### src/rtl/spi_slv_pkg.sv
package spi_slv_pkg;

   // Serial events decoded in the system clock domain
   typedef struct packed {
      logic cap;     // capture a data bit
      logic shf;     // advance the outgoing bit
      logic start0;  // select falling edge (phase 0)
      logic sel;     // slave currently selected
   } spi_evt_t;

endpackage

### src/rtl/spi_slv_sync.sv
module spi_slv_sync #(
   parameter int             W       = 3,
   parameter int             STAGES  = 2,
   parameter logic [W-1:0]   RST_VAL = '0
) (
   input  logic         clk,
   input  logic         rst_n,
   input  logic [W-1:0] d,
   output logic [W-1:0] q
);

   generate
      if (STAGES < 2) begin : g_bad_stages
         $error("spi_slv_sync: STAGES must be at least 2");
      end
      if (W < 1) begin : g_bad_w
         $error("spi_slv_sync: W must be positive");
      end
   endgenerate

   logic [STAGES-1:0][W-1:0] stg;

   always_ff @(posedge clk or negedge rst_n) begin
      if (!rst_n) stg <= {STAGES{RST_VAL}};
      else        stg <= {stg[STAGES-2:0], d};
   end

   assign q = stg[STAGES-1];

endmodule

### src/rtl/spi_slv_edge.sv
module spi_slv_edge
   import spi_slv_pkg::*;
(
   input  logic     clk,
   input  logic     rst_n,
   input  logic     cfg_idle_hi,
   input  logic     cfg_phase,
   input  logic     sel_ignore,
   input  logic     sclk_s,
   input  logic     seln_s,
   output spi_evt_t ev
);

   logic lvl, lvl_q, seln_q, lead, trail;

   // Level relative to idle: 1 means the clock is away from idle
   assign lvl = sclk_s ^ cfg_idle_hi;

   always_ff @(posedge clk or negedge rst_n) begin
      if (!rst_n) begin
         lvl_q  <= 1'b0;
         seln_q <= 1'b1;
      end else begin
         lvl_q  <= lvl;
         seln_q <= seln_s;
      end
   end

   assign lead  = lvl & ~lvl_q;
   assign trail = ~lvl & lvl_q;

   always_comb begin
      ev.cap    = cfg_phase ? trail : lead;
      ev.shf    = cfg_phase ? lead  : trail;
      ev.start0 = ~cfg_phase & seln_q & ~seln_s;
      // the ignore option only counts in phase 1
      ev.sel    = ~seln_s | (cfg_phase & sel_ignore);
   end

endmodule

### src/rtl/spi_slv_core.sv
module spi_slv_core
   import spi_slv_pkg::*;
#(
   parameter int DATA_W = 8
) (
   input  logic              clk,
   input  logic              rst_n,
   input  logic              en,
   input  logic              cfg_phase,
   input  spi_evt_t          ev,
   input  logic              din_s,
   input  logic [DATA_W-1:0] tx_data,
   input  logic              tx_wr,
   input  logic              rx_rd,
   output logic              dout,
   output logic [DATA_W-1:0] rx_data,
   output logic              rx_done,
   output logic              late_err,
   output logic              ovr_err
);

   localparam int CW = (DATA_W > 1) ? $clog2(DATA_W) : 1;
   localparam logic [CW-1:0] LAST = CW'(DATA_W - 1);

   logic [DATA_W-1:0] tx_hold, sh_tx, sh_rx;
   logic [DATA_W-1:0] rx_next;
   logic [CW-1:0]     cnt;
   logic              busy, rx_valid;

   assign rx_next = {sh_rx[DATA_W-2:0], din_s};
   assign dout    = sh_tx[DATA_W-1];

   always_ff @(posedge clk or negedge rst_n) begin
      if (!rst_n) begin
         tx_hold  <= '0;
         sh_tx    <= '0;
         sh_rx    <= '0;
         rx_data  <= '0;
         cnt      <= '0;
         busy     <= 1'b0;
         rx_valid <= 1'b0;
         rx_done  <= 1'b0;
         late_err <= 1'b0;
         ovr_err  <= 1'b0;
      end else if (!en) begin
         cnt      <= '0;
         busy     <= 1'b0;
         rx_valid <= 1'b0;
         rx_done  <= 1'b0;
         late_err <= 1'b0;
         ovr_err  <= 1'b0;
         if (tx_wr) tx_hold <= tx_data;
      end else begin
         rx_done <= 1'b0;
         if (tx_wr) begin
            tx_hold <= tx_data;
            if (busy) late_err <= 1'b1;
         end
         if (rx_rd) rx_valid <= 1'b0;
         if (!ev.sel) begin
            busy <= 1'b0;
            cnt  <= '0;
         end else begin
            if (ev.start0 || (cfg_phase && ev.shf && !busy)) begin
               busy  <= 1'b1;
               cnt   <= '0;
               sh_tx <= tx_hold;
            end else if (busy && ev.shf) begin
               sh_tx <= {sh_tx[DATA_W-2:0], 1'b0};
            end
            if (busy && ev.cap) begin
               sh_rx <= rx_next;
               if (cnt == LAST) begin
                  busy     <= 1'b0;
                  cnt      <= '0;
                  rx_data  <= rx_next;
                  rx_done  <= 1'b1;
                  rx_valid <= 1'b1;
                  if (rx_valid && !rx_rd) ovr_err <= 1'b1;
               end else begin
                  cnt <= cnt + 1'b1;
               end
            end
         end
      end
   end

   p_done_pulse_r3: assert property (@(posedge clk) disable iff (!rst_n)
      rx_done |=> !rx_done);

   p_done_cap_r3: assert property (@(posedge clk) disable iff (!rst_n)
      rx_done |-> $past(ev.cap));

   p_start_sel_r4: assert property (@(posedge clk) disable iff (!rst_n)
      ($rose(busy) && !$past(cfg_phase)) |-> $past(ev.start0));

   p_late_wr_r8: assert property (@(posedge clk) disable iff (!rst_n)
      $rose(late_err) |-> $past(tx_wr && busy));

   p_ovr_pend_r10: assert property (@(posedge clk) disable iff (!rst_n)
      $rose(ovr_err) |-> $past(rx_valid));

endmodule

### src/rtl/spi_slave_xcvr.sv
module spi_slave_xcvr
   import spi_slv_pkg::*;
#(
   parameter int DATA_W      = 8,
   parameter int SYNC_STAGES = 2
) (
   input  logic              clk,
   input  logic              rst_n,
   input  logic              en,
   input  logic              cfg_idle_hi,
   input  logic              cfg_phase,
   input  logic              sel_ignore,
   input  logic              spi_clk,
   input  logic              spi_din,
   input  logic              spi_sel_n,
   output logic              spi_dout,
   output logic              spi_dout_oe,
   input  logic [DATA_W-1:0] tx_data,
   input  logic              tx_wr,
   output logic [DATA_W-1:0] rx_data,
   output logic              rx_done,
   input  logic              rx_rd,
   output logic              late_err,
   output logic              ovr_err
);

   generate
      if (DATA_W < 2) begin : g_bad_dw
         $error("spi_slave_xcvr: DATA_W must be at least 2");
      end
   endgenerate

   localparam int NSYNC = 3;

   logic [NSYNC-1:0] raw, synced;
   spi_evt_t         ev;

   assign raw = {spi_clk, spi_din, spi_sel_n};

   spi_slv_sync #(
      .W       (NSYNC),
      .STAGES  (SYNC_STAGES),
      .RST_VAL (3'b001)
   ) u_sync (
      .clk   (clk),
      .rst_n (rst_n),
      .d     (raw),
      .q     (synced)
   );

   spi_slv_edge u_edge (
      .clk         (clk),
      .rst_n       (rst_n),
      .cfg_idle_hi (cfg_idle_hi),
      .cfg_phase   (cfg_phase),
      .sel_ignore  (sel_ignore),
      .sclk_s      (synced[2]),
      .seln_s      (synced[0]),
      .ev          (ev)
   );

   spi_slv_core #(
      .DATA_W (DATA_W)
   ) u_core (
      .clk       (clk),
      .rst_n     (rst_n),
      .en        (en),
      .cfg_phase (cfg_phase),
      .ev        (ev),
      .din_s     (synced[1]),
      .tx_data   (tx_data),
      .tx_wr     (tx_wr),
      .rx_rd     (rx_rd),
      .dout      (spi_dout),
      .rx_data   (rx_data),
      .rx_done   (rx_done),
      .late_err  (late_err),
      .ovr_err   (ovr_err)
   );

   assign spi_dout_oe = en & ev.sel;

   p_flags_clr_r11: assert property (@(posedge clk) disable iff (!rst_n)
      !$past(en) |-> (!late_err && !ovr_err && !rx_done));

endmodule

### config.mk
export PLATFORM = sky130hd
export DESIGN_NAME = spi_slave_xcvr
export DESIGN_NICKNAME = d
export VERILOG_FILES = /design/src/rtl/spi_slv_pkg.sv /design/src/rtl/spi_slv_sync.sv /design/src/rtl/spi_slv_edge.sv /design/src/rtl/spi_slv_core.sv /design/src/rtl/spi_slave_xcvr.sv
export SDC_FILE = /design/constraint.sdc
export NUM_CORES = 1
export LEC_CHECK = 0
export ABC_CLOCK_PERIOD_IN_PS = 2800
export BUFFER_PORTS_ARGS = -buffer_cell sky130_fd_sc_hd__buf_2
export CAP_MARGIN = 20
export CORE_MARGIN = 5
export CORE_UTILIZATION = 49
export CTS_BUF_LIST = sky130_fd_sc_hd__clkbuf_4 sky130_fd_sc_hd__clkbuf_8
export CTS_CLUSTER_DIAMETER = 150
export CTS_CLUSTER_SIZE = 40
export DETAILED_ROUTE_END_ITERATION = 7
export GPL_ROUTABILITY_DRIVEN = 0
export PLACE_DENSITY = 0.71
export SETUP_SLACK_MARGIN = 0.4
export SLEW_MARGIN = 15
export SYNTH_ARGS = -nofsm -noshare
export SYNTH_HDL_FRONTEND = slang
export SYNTH_SLANG_ARGS = --single-unit
### constraint.sdc
create_clock -name clk -period 2.8 [get_ports clk]
set_input_delay 0.28 -clock clk [delete_from_list [all_inputs] [get_ports clk]]
set_output_delay 0.28 -clock clk [all_outputs]
set_load 0.01 [all_outputs]
==> results.py <==
metrics = {
    "sta": {
        "rsz0062_at_grt": "false",
        "max_slew_margin_pct": 71.9,
        "setup_tns_ps": 0,
        "clock_skew_ps": 6.92,
        "period_needed_ps": 2010,
        "finalHoldViolCount": 0,
        "setup_violations": 0,
        "fin_crit_sh_pct": 71.7,
        "max_clock_freq_mhz": 498,
        "drv_slew": 0,
        "worst_pin_slew_ps": 422,
        "fin_hold_ws_ps": 84.3,
    },
    "grt": {
        "grt_use_total_pct": 13.5,
        "antenna_found_initial": 0,
        "grt_pass1_vias": 1157,
        "grt_first_pass_wirelength_um": 5400,
        "grt_max_degree": 48,
        "globalRouteOverflowTotal": 0,
    },
    "drt": {
        "vias": 1133,
        "wl_um": 3170,
        "routed.top_layer": "met4",
        "route.detailed.drc": 0,
        "dr_wl_met3_um": 180,
        "drtPass1Iterations": 4,
        "routed_via_density": 5.32,
        "wl_met1_um": 1420,
        "final_antenna_net_count": 0,
        "drt_iter0_markers": 99,
        "wire_per_inst_um": 14.9,
        "wl_met2_um": 1510,
    },
    "critical_path": {
        "critPathMaxFanout": 11,
        "required_ps": 2990,
        "crit_path_end_kind": "flip-flop",
        "start_kind": "flip-flop",
        "crit_family": "multiplexers",
        "crit_type": "reg -> reg",
        "crit_buf_inv": 0,
        "crit_slowest_cell": "and4_4",
        "path_cells": "xor2_2 > mux2i_1 > and4_4 > mux2_2",
        "critPathMaxStageDelay_ps": 430,
        "worst_ep_arrival_time_ps": 2200,
    },
    "synth": {
        "postSynthAreaPerCell_sq_um": 15.2,
        "ys_types": 28,
        "synth_seq_cells": 47,
        "ys_warn_count": 0,
        "synth_nets": 148,
        "syn_area_sq_um": 1930,
        "synthCells": 127,
        "synth_seq_area_share_pct": 61.0,
    },
    "layout": {
        "syn_to_final_growth_pct": 17.2,
        "num_antenna_cells": 0,
        "drive_above_1_share_pct": 53.9,
        "final_core_util_pct": 60.5,
        "nets": 185,
    },
    "pwr": {
        "power.total_mw": 1.41,
        "ir_drop_mv": 0.419,
        "powerDensity_nw_per_um2": 621,
        "p_leak_nw": 1.11,
    },
    "floorplan": {
        "die_h_um": 72.8,
        "start_util_pct": 51.6,
        "die-area_sq_um": 5300,
        "die_x_um": 72.8,
        "io_pins": 32,
        "core_region_area_sq_um": 3740,
        "num_rows": 22,
    },
    "clocking": {
        "cts_buffer_depth": 2,
        "ctsRootBufferMaster": "clkbuf_8",
        "cts.htree.levels": 2,
        "cts_tree": "yes",
        "cts_resized": 0,
        "cts_setup_buffers": 0,
        "cts_inserted_buffers": 5,
        "clkLatencyLatePin_ps": 300,
        "path_clk_slew_ps": 80,
        "cts_sinks": 47,
    },
    "run": {
        "maxCapViolCount": 0,
    },
    "worst_hold_path": {
        "min_path_type": "in -> reg",
    },
    "status": {
        "status": "finished, final reports clean",
    },
    "placement": {
        "port_buffers": 31,
        "place.detailed.hpwl_um": 2200,
    },
}
[final timing paths]
check / from / end / slack (ps) / depth (start not counted)
setup / recovery: u_sync.q[2]$_DFF_PN0_ / u_core.rx_data[5]$_DFFE_PN0P_ / 790 / 4
hold / removal: spi_sel_n / u_sync.stg[0]$_DFF_PN1_ / 80 / 1
setup reg to reg: u_sync.q[2]$_DFF_PN0_ / u_core.rx_data[5]$_DFFE_PN0P_ / 790 / 4
hold reg to reg: u_sync.stg[1]$_DFF_PN0_ / u_sync.q[1]$_DFF_PN0_ / 350 / 0
max in group asynchronous: rst_n / u_core.sh_rx[2]$_DFFE_PN0P_ / 1950 / 3
min in group asynchronous: rst_n / u_core.late_err$_DFFE_PN0P_ / 380 / 2
[cell usage after synthesis]
| cell type | instances | area share, % |
|---|---|---|
| nand3b_1 | 2 | 0.78 |
| o21ba_2 | 1 | 0.52 |
| nand3_1 | 3 | 0.78 |
| mux2i_1 | 1 | 0.52 |
| a21bo_2 | 1 | 0.52 |
| inv_1 | 2 | 0.39 |
| nor3b_1 | 2 | 0.78 |
| dfrtp_1 | 44 | 57 |
| a22o_1 | 1 | 0.45 |
| o211ai_1 | 3 | 1.2 |
| xor2_2 | 1 | 0.84 |
| buf_6 | 1 | 0.58 |
| a221oi_1 | 1 | 0.45 |
| buf_2 | 1 | 0.26 |
| nor2b_1 | 3 | 0.97 |
| a21oi_2 | 1 | 0.45 |
| ha_1 | 2 | 1.3 |
| clkbuf_1 | 2 | 0.39 |
| mux2_4 | 7 | 5.4 |
| nand2_1 | 2 | 0.39 |
| and4_4 | 1 | 0.58 |
| mux2_2 | 32 | 19 |
| or4_1 | 1 | 0.39 |
| a21oi_1 | 5 | 1.3 |
| a21o_1 | 1 | 0.39 |
| nor2_1 | 2 | 0.39 |
| or2_2 | 1 | 0.32 |
| dfstp_2 | 3 | 4.1 |
[sequential cells by signal, summed over array words and instances (netlist names), 3 cells and up]
name            flops
u_sync.q            3
u_sync.stg          3
u_core.rx_data      8
u_core.tx_hold      8
u_core.sh_tx        8
u_core.sh_rx        7
u_core.cnt          3
[per-layer routing]
layer	global-route usage, %	vias to the layer above
li1	-	528
met5	0	-
met3	5.37	7
met1	18.0	573
met4	4.92	0
met2	19.8	25
[power breakdown]
part | internal, mW | switching, mW
Clock | 0.235 | 0.210
Sequential | 0.749 | 0.0365
Combinational | 0.107 | 0.0704
Total | 1.09 | 0.317
[final cells by class]
cell class / count / area (sq um)
Clock buffer: 8 / 104
Fill cell: 317 / 1480
Inverter: 2 / 7.51
Multi-Input combinational cell: 74 / 722
Sequential cell: 47 / 1180
Tap cell: 48 / 60.1
Timing Repair Buffer: 34 / 193
[layout by cell type, fill, tap and decap left out, types with 3 or more instances in the layout]
cell type	count
dfrtp_1	44
mux2_2	32
buf_2	31
mux2_4	7
clkbuf_8	7
a21oi_1	5
nor2b_1	3
nand3_1	3
o211ai_1	3
dfstp_2	3
[worst register-to-register path, stage by stage, from the launching register on]
cell     delay (ps)
dfrtp_1         400
xor2_2          300
mux2i_1         420
and4_4          430
mux2_2          360
[per-stage QoR]
stage / cells / setup slack [ps] / instance area, sq um
finish: 213 / 791 / 2270
global route: 213 / 682 / 2270
CTS: 211 / 791 / 2240
detailed placement: 203 / 776 / 2130
floorplan: 127 / 1050 / 1930
global placement: 203 / 820 / 2130
[cell families after synthesis]
group	count (synthesis)	share of synthesized area (%)
AOI/OAI and AO/OA	14	5.24
xor gates and xnor gates	1	0.842
adders and majority gates	2	1.29
buffers and inverters	6	1.62
DFF	47	61.0
muxes	40	24.6
and+or+nand+nor	17	5.37
[timing repair]
action	4_1_cts	5_1_grt
endpoints found under the setup margin	0	0
hold buffers	0	1
hold endpoints to repair	0	7
No activity file was read; power rests on OpenSTA's default activity.
